[src/rtl/pps_pkg.sv]
package pps_pkg;

    typedef enum logic [3:0] {
        S_IDLE,
        S_PWR,
        S_ARM,
        S_WSET,
        S_WSTB,
        S_WHLD,
        S_HOLD,
        S_PRD,
        S_PGAP,
        S_FIXED,
        S_NEXTPG,
        S_VRD,
        S_VGAP,
        S_END
    } pps_state_e;

endpackage

[src/rtl/pps_delay.sv]
module pps_delay #(
    parameter int W = 8
) (
    input  logic         clk,
    input  logic         rst_n,
    input  logic         load,
    input  logic [W-1:0] val,
    input  logic         en,
    output logic         zero
);

    logic [W-1:0] cnt;

    always_ff @(posedge clk or negedge rst_n) begin
        if (!rst_n) begin
            cnt <= '0;
        end else if (load) begin
            cnt <= val;
        end else if (en && cnt != '0) begin
            cnt <= cnt - 1'b1;
        end
    end

    assign zero = (cnt == '0);

endmodule

[src/rtl/pps_tick.sv]
module pps_tick #(
    parameter int DIV = 100
) (
    input  logic clk,
    input  logic rst_n,
    input  logic clr,
    output logic tick
);

    generate
        if (DIV <= 1) begin : g_pass
            assign tick = 1'b1;
        end else begin : g_div
            localparam int CW = $clog2(DIV);
            logic [CW-1:0] cnt;

            always_ff @(posedge clk or negedge rst_n) begin
                if (!rst_n) begin
                    cnt <= '0;
                end else if (clr || cnt == CW'(DIV - 1)) begin
                    cnt <= '0;
                end else begin
                    cnt <= cnt + 1'b1;
                end
            end

            assign tick = !clr && (cnt == CW'(DIV - 1));
        end
    endgenerate

endmodule

[src/rtl/pps_cursor.sv]
module pps_cursor #(
    parameter int PAGE_W = 10,
    parameter int BYTE_W = 7
) (
    input  logic              clk,
    input  logic              rst_n,
    input  logic              load,
    input  logic [PAGE_W-1:0] load_page,
    input  logic              step,
    input  logic              next_page,
    output logic [PAGE_W-1:0] page,
    output logic [BYTE_W-1:0] byte_idx,
    output logic              last_byte
);

    always_ff @(posedge clk or negedge rst_n) begin
        if (!rst_n) begin
            page     <= '0;
            byte_idx <= '0;
        end else if (load) begin
            page     <= load_page;
            byte_idx <= '0;
        end else if (next_page) begin
            page     <= page + 1'b1;
            byte_idx <= '0;
        end else if (step) begin
            byte_idx <= byte_idx + 1'b1;
            if (last_byte) begin
                page <= page + 1'b1;
            end
        end
    end

    assign last_byte = (byte_idx == {BYTE_W{1'b1}});

endmodule

[src/rtl/page_prog_seq.sv]
module page_prog_seq
    import pps_pkg::*;
#(
    parameter int PAGE_W     = 10,
    parameter int BYTE_W     = 7,
    parameter int DATA_W     = 8,
    parameter int PULSE_CYC  = 4,
    parameter int PGM_DIV    = 100,
    parameter int HOLDOFF    = 500,
    parameter int FIXED_WAIT = 20500,
    parameter int POLL_MAX   = 4096,
    localparam int ADDR_W    = PAGE_W + BYTE_W
) (
    input  logic              clk,
    input  logic              rst_n,
    input  logic              start,
    input  logic [PAGE_W-1:0] first_page,
    input  logic [PAGE_W-1:0] last_page,
    input  logic              use_poll,
    input  logic              supply_ready,
    output logic [ADDR_W-1:0] src_addr,
    input  logic [DATA_W-1:0] src_data,
    output logic [ADDR_W-1:0] mem_addr,
    output logic [DATA_W-1:0] mem_wdata,
    output logic              mem_wdata_en,
    input  logic [DATA_W-1:0] mem_rdata,
    output logic              mem_ce_n,
    output logic              mem_we_n,
    output logic              mem_oe_n,
    output logic              mem_inh_n,
    output logic              busy,
    output logic              done,
    output logic              timeout_err,
    output logic              verify_err,
    output logic [ADDR_W-1:0] fail_addr
);

    localparam int LONG_MAX = (FIXED_WAIT > HOLDOFF) ? FIXED_WAIT : HOLDOFF;
    localparam int LW_W     = $clog2(LONG_MAX + 1);
    localparam int PH_W     = $clog2(PULSE_CYC + 1);
    localparam int POLL_W   = $clog2(POLL_MAX + 1);

    pps_state_e st, nxt;

    logic [PAGE_W-1:0] first_q, last_q;
    logic              poll_q;
    logic [POLL_W-1:0] poll_cnt;

    logic              ph_ld, ph_zero;
    logic              lw_ld, lw_fixed, lw_zero, tick;
    logic [LW_W-1:0]   lw_val;
    logic              cur_ld, cur_step, cur_npg, cur_last;
    logic [PAGE_W-1:0] cur_page, cur_ld_page;
    logic [BYTE_W-1:0] cur_byte;
    logic              accept, poll_clr, poll_inc, set_to, set_vf, rd_ok;

    // ---------------- sub-blocks ----------------
    pps_delay #(.W(PH_W)) u_phase (
        .clk  (clk),
        .rst_n(rst_n),
        .load (ph_ld),
        .val  (PH_W'(PULSE_CYC - 1)),
        .en   (1'b1),
        .zero (ph_zero)
    );

    pps_tick #(.DIV(PGM_DIV)) u_tick (
        .clk  (clk),
        .rst_n(rst_n),
        .clr  (lw_ld),
        .tick (tick)
    );

    assign lw_val = lw_fixed ? LW_W'(FIXED_WAIT) : LW_W'(HOLDOFF);

    pps_delay #(.W(LW_W)) u_long (
        .clk  (clk),
        .rst_n(rst_n),
        .load (lw_ld),
        .val  (lw_val),
        .en   (tick),
        .zero (lw_zero)
    );

    assign cur_ld_page = (st == S_IDLE) ? first_page : first_q;

    pps_cursor #(.PAGE_W(PAGE_W), .BYTE_W(BYTE_W)) u_cursor (
        .clk      (clk),
        .rst_n    (rst_n),
        .load     (cur_ld),
        .load_page(cur_ld_page),
        .step     (cur_step),
        .next_page(cur_npg),
        .page     (cur_page),
        .byte_idx (cur_byte),
        .last_byte(cur_last)
    );

    assign mem_addr  = {cur_page, cur_byte};
    assign src_addr  = mem_addr;
    assign mem_wdata = src_data;
    assign rd_ok     = (mem_rdata == src_data);

    // ---------------- state register ----------------
    always_ff @(posedge clk or negedge rst_n) begin
        if (!rst_n) begin
            st <= S_IDLE;
        end else begin
            st <= nxt;
        end
    end

    // ---------------- next state and control strobes ----------------
    always_comb begin
        nxt      = st;
        ph_ld    = 1'b0;
        lw_ld    = 1'b0;
        lw_fixed = 1'b0;
        cur_ld   = 1'b0;
        cur_step = 1'b0;
        cur_npg  = 1'b0;
        accept   = 1'b0;
        poll_clr = 1'b0;
        poll_inc = 1'b0;
        set_to   = 1'b0;
        set_vf   = 1'b0;
        unique case (st)
            S_IDLE: begin
                if (start) begin
                    nxt    = S_PWR;
                    accept = 1'b1;
                    cur_ld = 1'b1;
                end
            end
            S_PWR: begin
                if (supply_ready) nxt = S_ARM;
            end
            S_ARM: begin
                nxt   = S_WSET;
                ph_ld = 1'b1;
            end
            S_WSET: begin
                if (ph_zero) begin
                    nxt   = S_WSTB;
                    ph_ld = 1'b1;
                end
            end
            S_WSTB: begin
                if (ph_zero) begin
                    nxt   = S_WHLD;
                    ph_ld = 1'b1;
                end
            end
            S_WHLD: begin
                if (ph_zero) begin
                    if (cur_last) begin
                        lw_ld = 1'b1;
                        if (poll_q) begin
                            nxt      = S_HOLD;
                            poll_clr = 1'b1;
                        end else begin
                            nxt      = S_FIXED;
                            lw_fixed = 1'b1;
                        end
                    end else begin
                        nxt      = S_WSET;
                        cur_step = 1'b1;
                        ph_ld    = 1'b1;
                    end
                end
            end
            S_HOLD: begin
                if (lw_zero) begin
                    nxt   = S_PRD;
                    ph_ld = 1'b1;
                end
            end
            S_PRD: begin
                if (ph_zero) begin
                    if (rd_ok) begin
                        nxt = S_NEXTPG;
                    end else if (poll_cnt == POLL_W'(POLL_MAX - 1)) begin
                        nxt    = S_END;
                        set_to = 1'b1;
                    end else begin
                        nxt      = S_PGAP;
                        poll_inc = 1'b1;
                        ph_ld    = 1'b1;
                    end
                end
            end
            S_PGAP: begin
                if (ph_zero) begin
                    nxt   = S_PRD;
                    ph_ld = 1'b1;
                end
            end
            S_FIXED: begin
                if (lw_zero) nxt = S_NEXTPG;
            end
            S_NEXTPG: begin
                ph_ld = 1'b1;
                if (cur_page == last_q) begin
                    nxt    = S_VRD;
                    cur_ld = 1'b1;
                end else begin
                    nxt     = S_WSET;
                    cur_npg = 1'b1;
                end
            end
            S_VRD: begin
                if (ph_zero) begin
                    if (!rd_ok) begin
                        nxt    = S_END;
                        set_vf = 1'b1;
                    end else if (cur_page == last_q && cur_last) begin
                        nxt = S_END;
                    end else begin
                        nxt      = S_VGAP;
                        cur_step = 1'b1;
                        ph_ld    = 1'b1;
                    end
                end
            end
            S_VGAP: begin
                if (ph_zero) begin
                    nxt   = S_VRD;
                    ph_ld = 1'b1;
                end
            end
            S_END: begin
                nxt = S_IDLE;
            end
            default: begin
                nxt = S_IDLE;
            end
        endcase
    end

    // ---------------- bus and status outputs ----------------
    always_comb begin
        mem_ce_n     = 1'b1;
        mem_we_n     = 1'b1;
        mem_oe_n     = 1'b1;
        mem_inh_n    = 1'b1;
        mem_wdata_en = 1'b0;
        unique case (st)
            S_IDLE, S_PWR, S_END: mem_inh_n = 1'b0;
            S_WSET, S_WHLD:       mem_wdata_en = 1'b1;
            S_WSTB: begin
                mem_wdata_en = 1'b1;
                mem_ce_n     = 1'b0;
                mem_we_n     = 1'b0;
            end
            S_PRD, S_VRD: begin
                mem_ce_n = 1'b0;
                mem_oe_n = 1'b0;
            end
            default: ;
        endcase
        busy = (st != S_IDLE);
        done = (st == S_END);
    end

    // ---------------- session registers and flags ----------------
    always_ff @(posedge clk or negedge rst_n) begin
        if (!rst_n) begin
            first_q     <= '0;
            last_q      <= '0;
            poll_q      <= 1'b0;
            poll_cnt    <= '0;
            timeout_err <= 1'b0;
            verify_err  <= 1'b0;
            fail_addr   <= '0;
        end else begin
            if (accept) begin
                first_q     <= first_page;
                last_q      <= last_page;
                poll_q      <= use_poll;
                timeout_err <= 1'b0;
                verify_err  <= 1'b0;
                fail_addr   <= '0;
            end
            if (poll_clr) begin
                poll_cnt <= '0;
            end else if (poll_inc) begin
                poll_cnt <= poll_cnt + 1'b1;
            end
            if (set_to) timeout_err <= 1'b1;
            if (set_vf) begin
                verify_err <= 1'b1;
                fail_addr  <= mem_addr;
            end
        end
    end

    // ---------------- assertions ----------------

    we_level_chk: assert property (@(posedge clk) disable iff (!rst_n)
        !mem_we_n |-> (!mem_ce_n && mem_oe_n));


    we_addr_stable_chk: assert property (@(posedge clk) disable iff (!rst_n)
        (!mem_we_n && $past(!mem_we_n)) |-> ($stable(mem_addr) && $stable(mem_wdata)));


    no_write_protected_chk: assert property (@(posedge clk) disable iff (!rst_n)
        !mem_inh_n |-> mem_we_n);


    done_pulse_chk: assert property (@(posedge clk) disable iff (!rst_n)
        done |=> (!done && !busy));


    timeout_protect_chk: assert property (@(posedge clk) disable iff (!rst_n)
        timeout_err |-> !mem_inh_n);


    start_busy_chk: assert property (@(posedge clk) disable iff (!rst_n)
        (busy && !done) |=> busy);

endmodule

[config.mk]
export PLATFORM = sky130hd
export DESIGN_NAME = page_prog_seq
export DESIGN_NICKNAME = d
export VERILOG_FILES = /design/src/rtl/pps_pkg.sv /design/src/rtl/pps_delay.sv /design/src/rtl/pps_tick.sv /design/src/rtl/pps_cursor.sv /design/src/rtl/page_prog_seq.sv
export SDC_FILE = /design/constraint.sdc
export NUM_CORES = 1
export LEC_CHECK = 0
export BUFFER_PORTS_ARGS = -buffer_cell sky130_fd_sc_hd__buf_2
export CAP_MARGIN = 40
export CELL_PAD_IN_SITES_DETAIL_PLACEMENT = 0
export CELL_PAD_IN_SITES_GLOBAL_PLACEMENT = 1
export CORE_AREA = 2 2 118 120
export DETAILED_ROUTE_END_ITERATION = 10
export DIE_AREA = 0 0 120 122
export PLACE_DENSITY_LB_ADDON = 0.1
export SLEW_MARGIN = 40
export SYNTH_ARGS = -nofsm -noshare
export SYNTH_HDL_FRONTEND = slang
export SYNTH_SLANG_ARGS = --single-unit
[constraint.sdc]
create_clock -name clk -period 2.9 [get_ports clk]
set_clock_uncertainty 0.05 [all_clocks]
set_input_delay 0.145 -clock clk [delete_from_list [all_inputs] [get_ports clk]]
set_output_delay 0.145 -clock clk [all_outputs]
set_load 0.02 [all_outputs]
==> metrics.txt <==
outcome finished, final reports clean; Cells after DPL ~840; Final Hold Viols 0; first-pass GRT wire length approximately 22000 um; H-tree levels 3; DRC 0; nets between 700 and 800; Worst path max stage delay about 0.57 ns; Clock Path Buffers 2; Post-CTS Setup Repair Bufs 0; fraction of layout cells with a size suffix above 1 0.257; count of buffers from port buffering 108; CTS tree built; DP HPWL 9800 um; post-synthesis register bit count 99; Die ar. between 10000 and 15000 um2; total gr overflow 0; hold path depth 2; Root Buffer clkbuf_16; DRT antenna net count 0; DR pass1 iterations 4; worst-path maximum fanout 8; Starting DRT DRC Count 190; CP required roughly 3.1 ns; vias per cell 5.21; fin crit share 0.907; post-layout minimum cycle time ~2.6 ns; Crit Path Category flop to flop; Hold Path End first_q[4]$_DFFE_PN0P_; EDFF count, synth 0; CP Data Arrival Time approximately 2.8 ns; largest net degree at the start of global routing 51; initial antenna violation count 0; top_reg_cell synth dfrtp_1; Hold-fix buffers, CTS 19; core area between 10000 and 15000 um2; r2r setup slk between 0.2 and 0.3 ns; r2r startpoint u_phase.cnt[0]$_DFFE_PN0P_; FF-to-FF End u_cursor.byte_idx[1]$_DFFE_PN0P_; IO Count between 100 and 150; fillers approximately 1300; Synth cell types 55; die width about 120 um; crit end category flop; Ys Warns 0; # Max-Cap Violations 0; Tot Pwr 0.00530 W; Syn Std Cell Area 5550 um2; placed cell area slightly above 6000 um2; cells on worst reg2reg path 7; RSZ-0062 raised after global routing no; Startpoint Class flop; setup TNS 0 ns; sequential element share of the synthesized area 0.446; Starting Density 0.411; Mapped Nets 630; Clk Latency, worst-skew pair ~0.35 ns; TritonCTS Buffers 9; Pwr Density ~800 nW/um2; Routability Congestion about 0.82; Pleak ~3.1 nW; Final Cell Area around 6700 um2; Slowest-stage cell, CP nor3_1; Antenna Cells 0; HP Start first_page[4]; worst slew pin tran around 0.73 ns; fin cells between 800 and 900; Total Routing Usage GR 0.194; cell count after synthesis 582; worst hold path type input port to flop; Worst VDD drop 0.000417 V; Clk pin slew, worst setup/hold paths around 0.06 ns; Mapped Avg Cell Area 9.53 um2; Area Overhead vs Synth 20.3%; final setup fails 0; Bufs and invs on worst path 1; Rows 43; DR vias ~4500; relative slew slack 0.511; ys async rst share 1.00; final core utilization 0.494; fin. max-slew vios 0; die outline height 122 um; routed len/inst between 15 and 20 um; post-CTS sizing 0; vias in the first global route 4393; # clock sinks a little under 100; Critical Path, Cell by Cell inv_1, ha_1, nand2b_1, nor3_1, a21oi_1, or2_1, mux2_1; Total Routed Length 13600 um; Max Clock Freq ~380 MHz; CP delay by family, top simple AND/OR/NAND/NOR gates
## per-stage QoR
stage               worst slack, ns  hold WS [ns]
detailed placement            0.318         0.189
finish                        0.271        0.0126
global route                 0.0993       0.00797
floorplan                     0.673        -0.201
global placement              0.543         0.179
CTS                           0.278      0.000500
## state kept, by name, summed over array words and instances (netlist names), 7 cells and up
name / cells
u_cursor.byte_idx: 7
u_tick.g_div.cnt: 7
fail_addr: 17
u_long.cnt: 15
first_q: 10
u_cursor.page: 10
poll_cnt: 13
last_q: 10
## how the worst max path moves through the flow
stage | start | slack (ns) | depth (start not counted) | endpoint
6_report | u_phase.cnt[0]$_DFFE_PN0P_ | 0.27 | 7 | u_cursor.byte_idx[1]$_DFFE_PN0P_
5_1_grt | u_phase.cnt[0]$_DFFE_PN0P_ | 0.1 | 7 | u_cursor.byte_idx[1]$_DFFE_PN0P_
4_1_cts | u_phase.cnt[0]$_DFFE_PN0P_ | 0.28 | 7 | u_cursor.byte_idx[1]$_DFFE_PN0P_
3_5_place_dp | u_phase.cnt[0]$_DFFE_PN0P_ | 0.32 | 7 | u_cursor.byte_idx[1]$_DFFE_PN0P_
3_3_place_gp | u_phase.cnt[0]$_DFFE_PN0P_ | 0.54 | 7 | u_cursor.byte_idx[1]$_DFFE_PN0P_
2_1_floorplan | u_cursor.page[0]$_DFFE_PN0P_ | 0.67 | 6 | u_cursor.byte_idx[1]$_DFFE_PN0P_
## logic make-up after synthesis
logic type	after synthesis	synth area share
buffers and inverters	79	0.0717
xor gates and xnor gates	46	0.0726
AOI/OAI and AO/OA	105	0.125
muxes	41	0.0796
adders and majority gates	7	0.0158
DFF	99	0.446
and+or+nand+nor	205	0.189
## layout make-up
type | count | area [um2] | area share
inverters | 26 | 97.6 | 0.0146
repair buffers | 147 | 893 | 0.134
clock buffers | 11 | 243 | 0.0364
multi-input cells | 404 | 2700 | 0.404
flip-flops and latches | 99 | 2480 | 0.371
clock inverters | 3 | 40.0 | 0.00600
well taps | 180 | 225 | 0.0337
## report_power, final
| group | total (W) | switching [W] | internal [W] |
|---|---|---|---|
| logic | 0.00211 | 0.00119 | 0.000925 |
| registers | 0.00200 | 0.000324 | 0.00167 |
| clock network | 0.00119 | 0.000505 | 0.000681 |
## synth_stat cells, types with 3 or more instances
cell       n  share of area
dfrtp_1   99           0.45
nor2_1    49          0.033
nand3_1   34          0.031
xnor2_1   33          0.052
nand2_1   32          0.022
o21ai_0   28          0.025
a21oi_1   26          0.023
inv_1     26          0.018
buf_4     25          0.034
mux2_2    24          0.049
clkbuf_1  19          0.013
nor3_1    18          0.016
mux2i_1   16          0.029
nor4_1    13          0.015
xor2_1    13          0.021
and3_1    12          0.014
nand2b_1   8         0.0090
ha_1       7          0.016
nand4_1    7         0.0079
nor2b_1    7         0.0079
o22a_1     7          0.011
buf_2      6         0.0054
a22o_1     5         0.0079
a31oi_1    5         0.0056
and2_1     5         0.0056
a211o_1    4         0.0063
a211oi_1   4         0.0054
nor3b_1    4         0.0054
o31ai_1    4         0.0054
or3_1      4         0.0045
a31o_2     3         0.0047
buf_1      3         0.0020
## worst register-to-register path: stages, from the launching register on
cell	delay, ns
dfrtp_1	0.39
inv_1	0.09
ha_1	0.17
nand2b_1	0.19
nor3_1	0.57
a21oi_1	0.34
or2_1	0.37
mux2_1	0.33
## layer usage
layer  global-route usage  part of all wire  vias to the layer above
met2                0.317              0.48                       89
met3               0.0300             0.031                       18
met1                0.261              0.47                     2171
met4               0.0743             0.021                        0
met5                    0                 0                        -
li1                     -                 -                     2251
## placed cells by master, fill, tap and decap left out, types with 4 or more instances in the layout
master | Yosys | layout
buf_2 | 6 | 108
dfrtp_1 | 99 | 99
nor2_1 | 49 | 49
nand3_1 | 34 | 34
xnor2_1 | 33 | 33
nand2_1 | 32 | 31
o21ai_0 | 28 | 28
a21oi_1 | 26 | 26
inv_1 | 26 | 26
mux2_2 | 24 | 24
dlygate4sd3_1 | 0 | 19
buf_4 | 25 | 19
nor3_1 | 18 | 18
mux2i_1 | 16 | 16
xor2_1 | 13 | 13
and3_1 | 12 | 12
nor4_1 | 13 | 11
clkbuf_16 | 0 | 9
nand2b_1 | 8 | 8
o22a_1 | 7 | 7
nor2b_1 | 7 | 7
nand4_1 | 7 | 7
ha_1 | 7 | 7
and2_1 | 5 | 5
a31oi_1 | 5 | 5
a22o_1 | 5 | 5
a211oi_1 | 4 | 4
a211o_1 | 4 | 4
o31ai_1 | 4 | 4
nor3b_1 | 4 | 4
or3_1 | 4 | 4
Power figures use the tool's default switching activity.
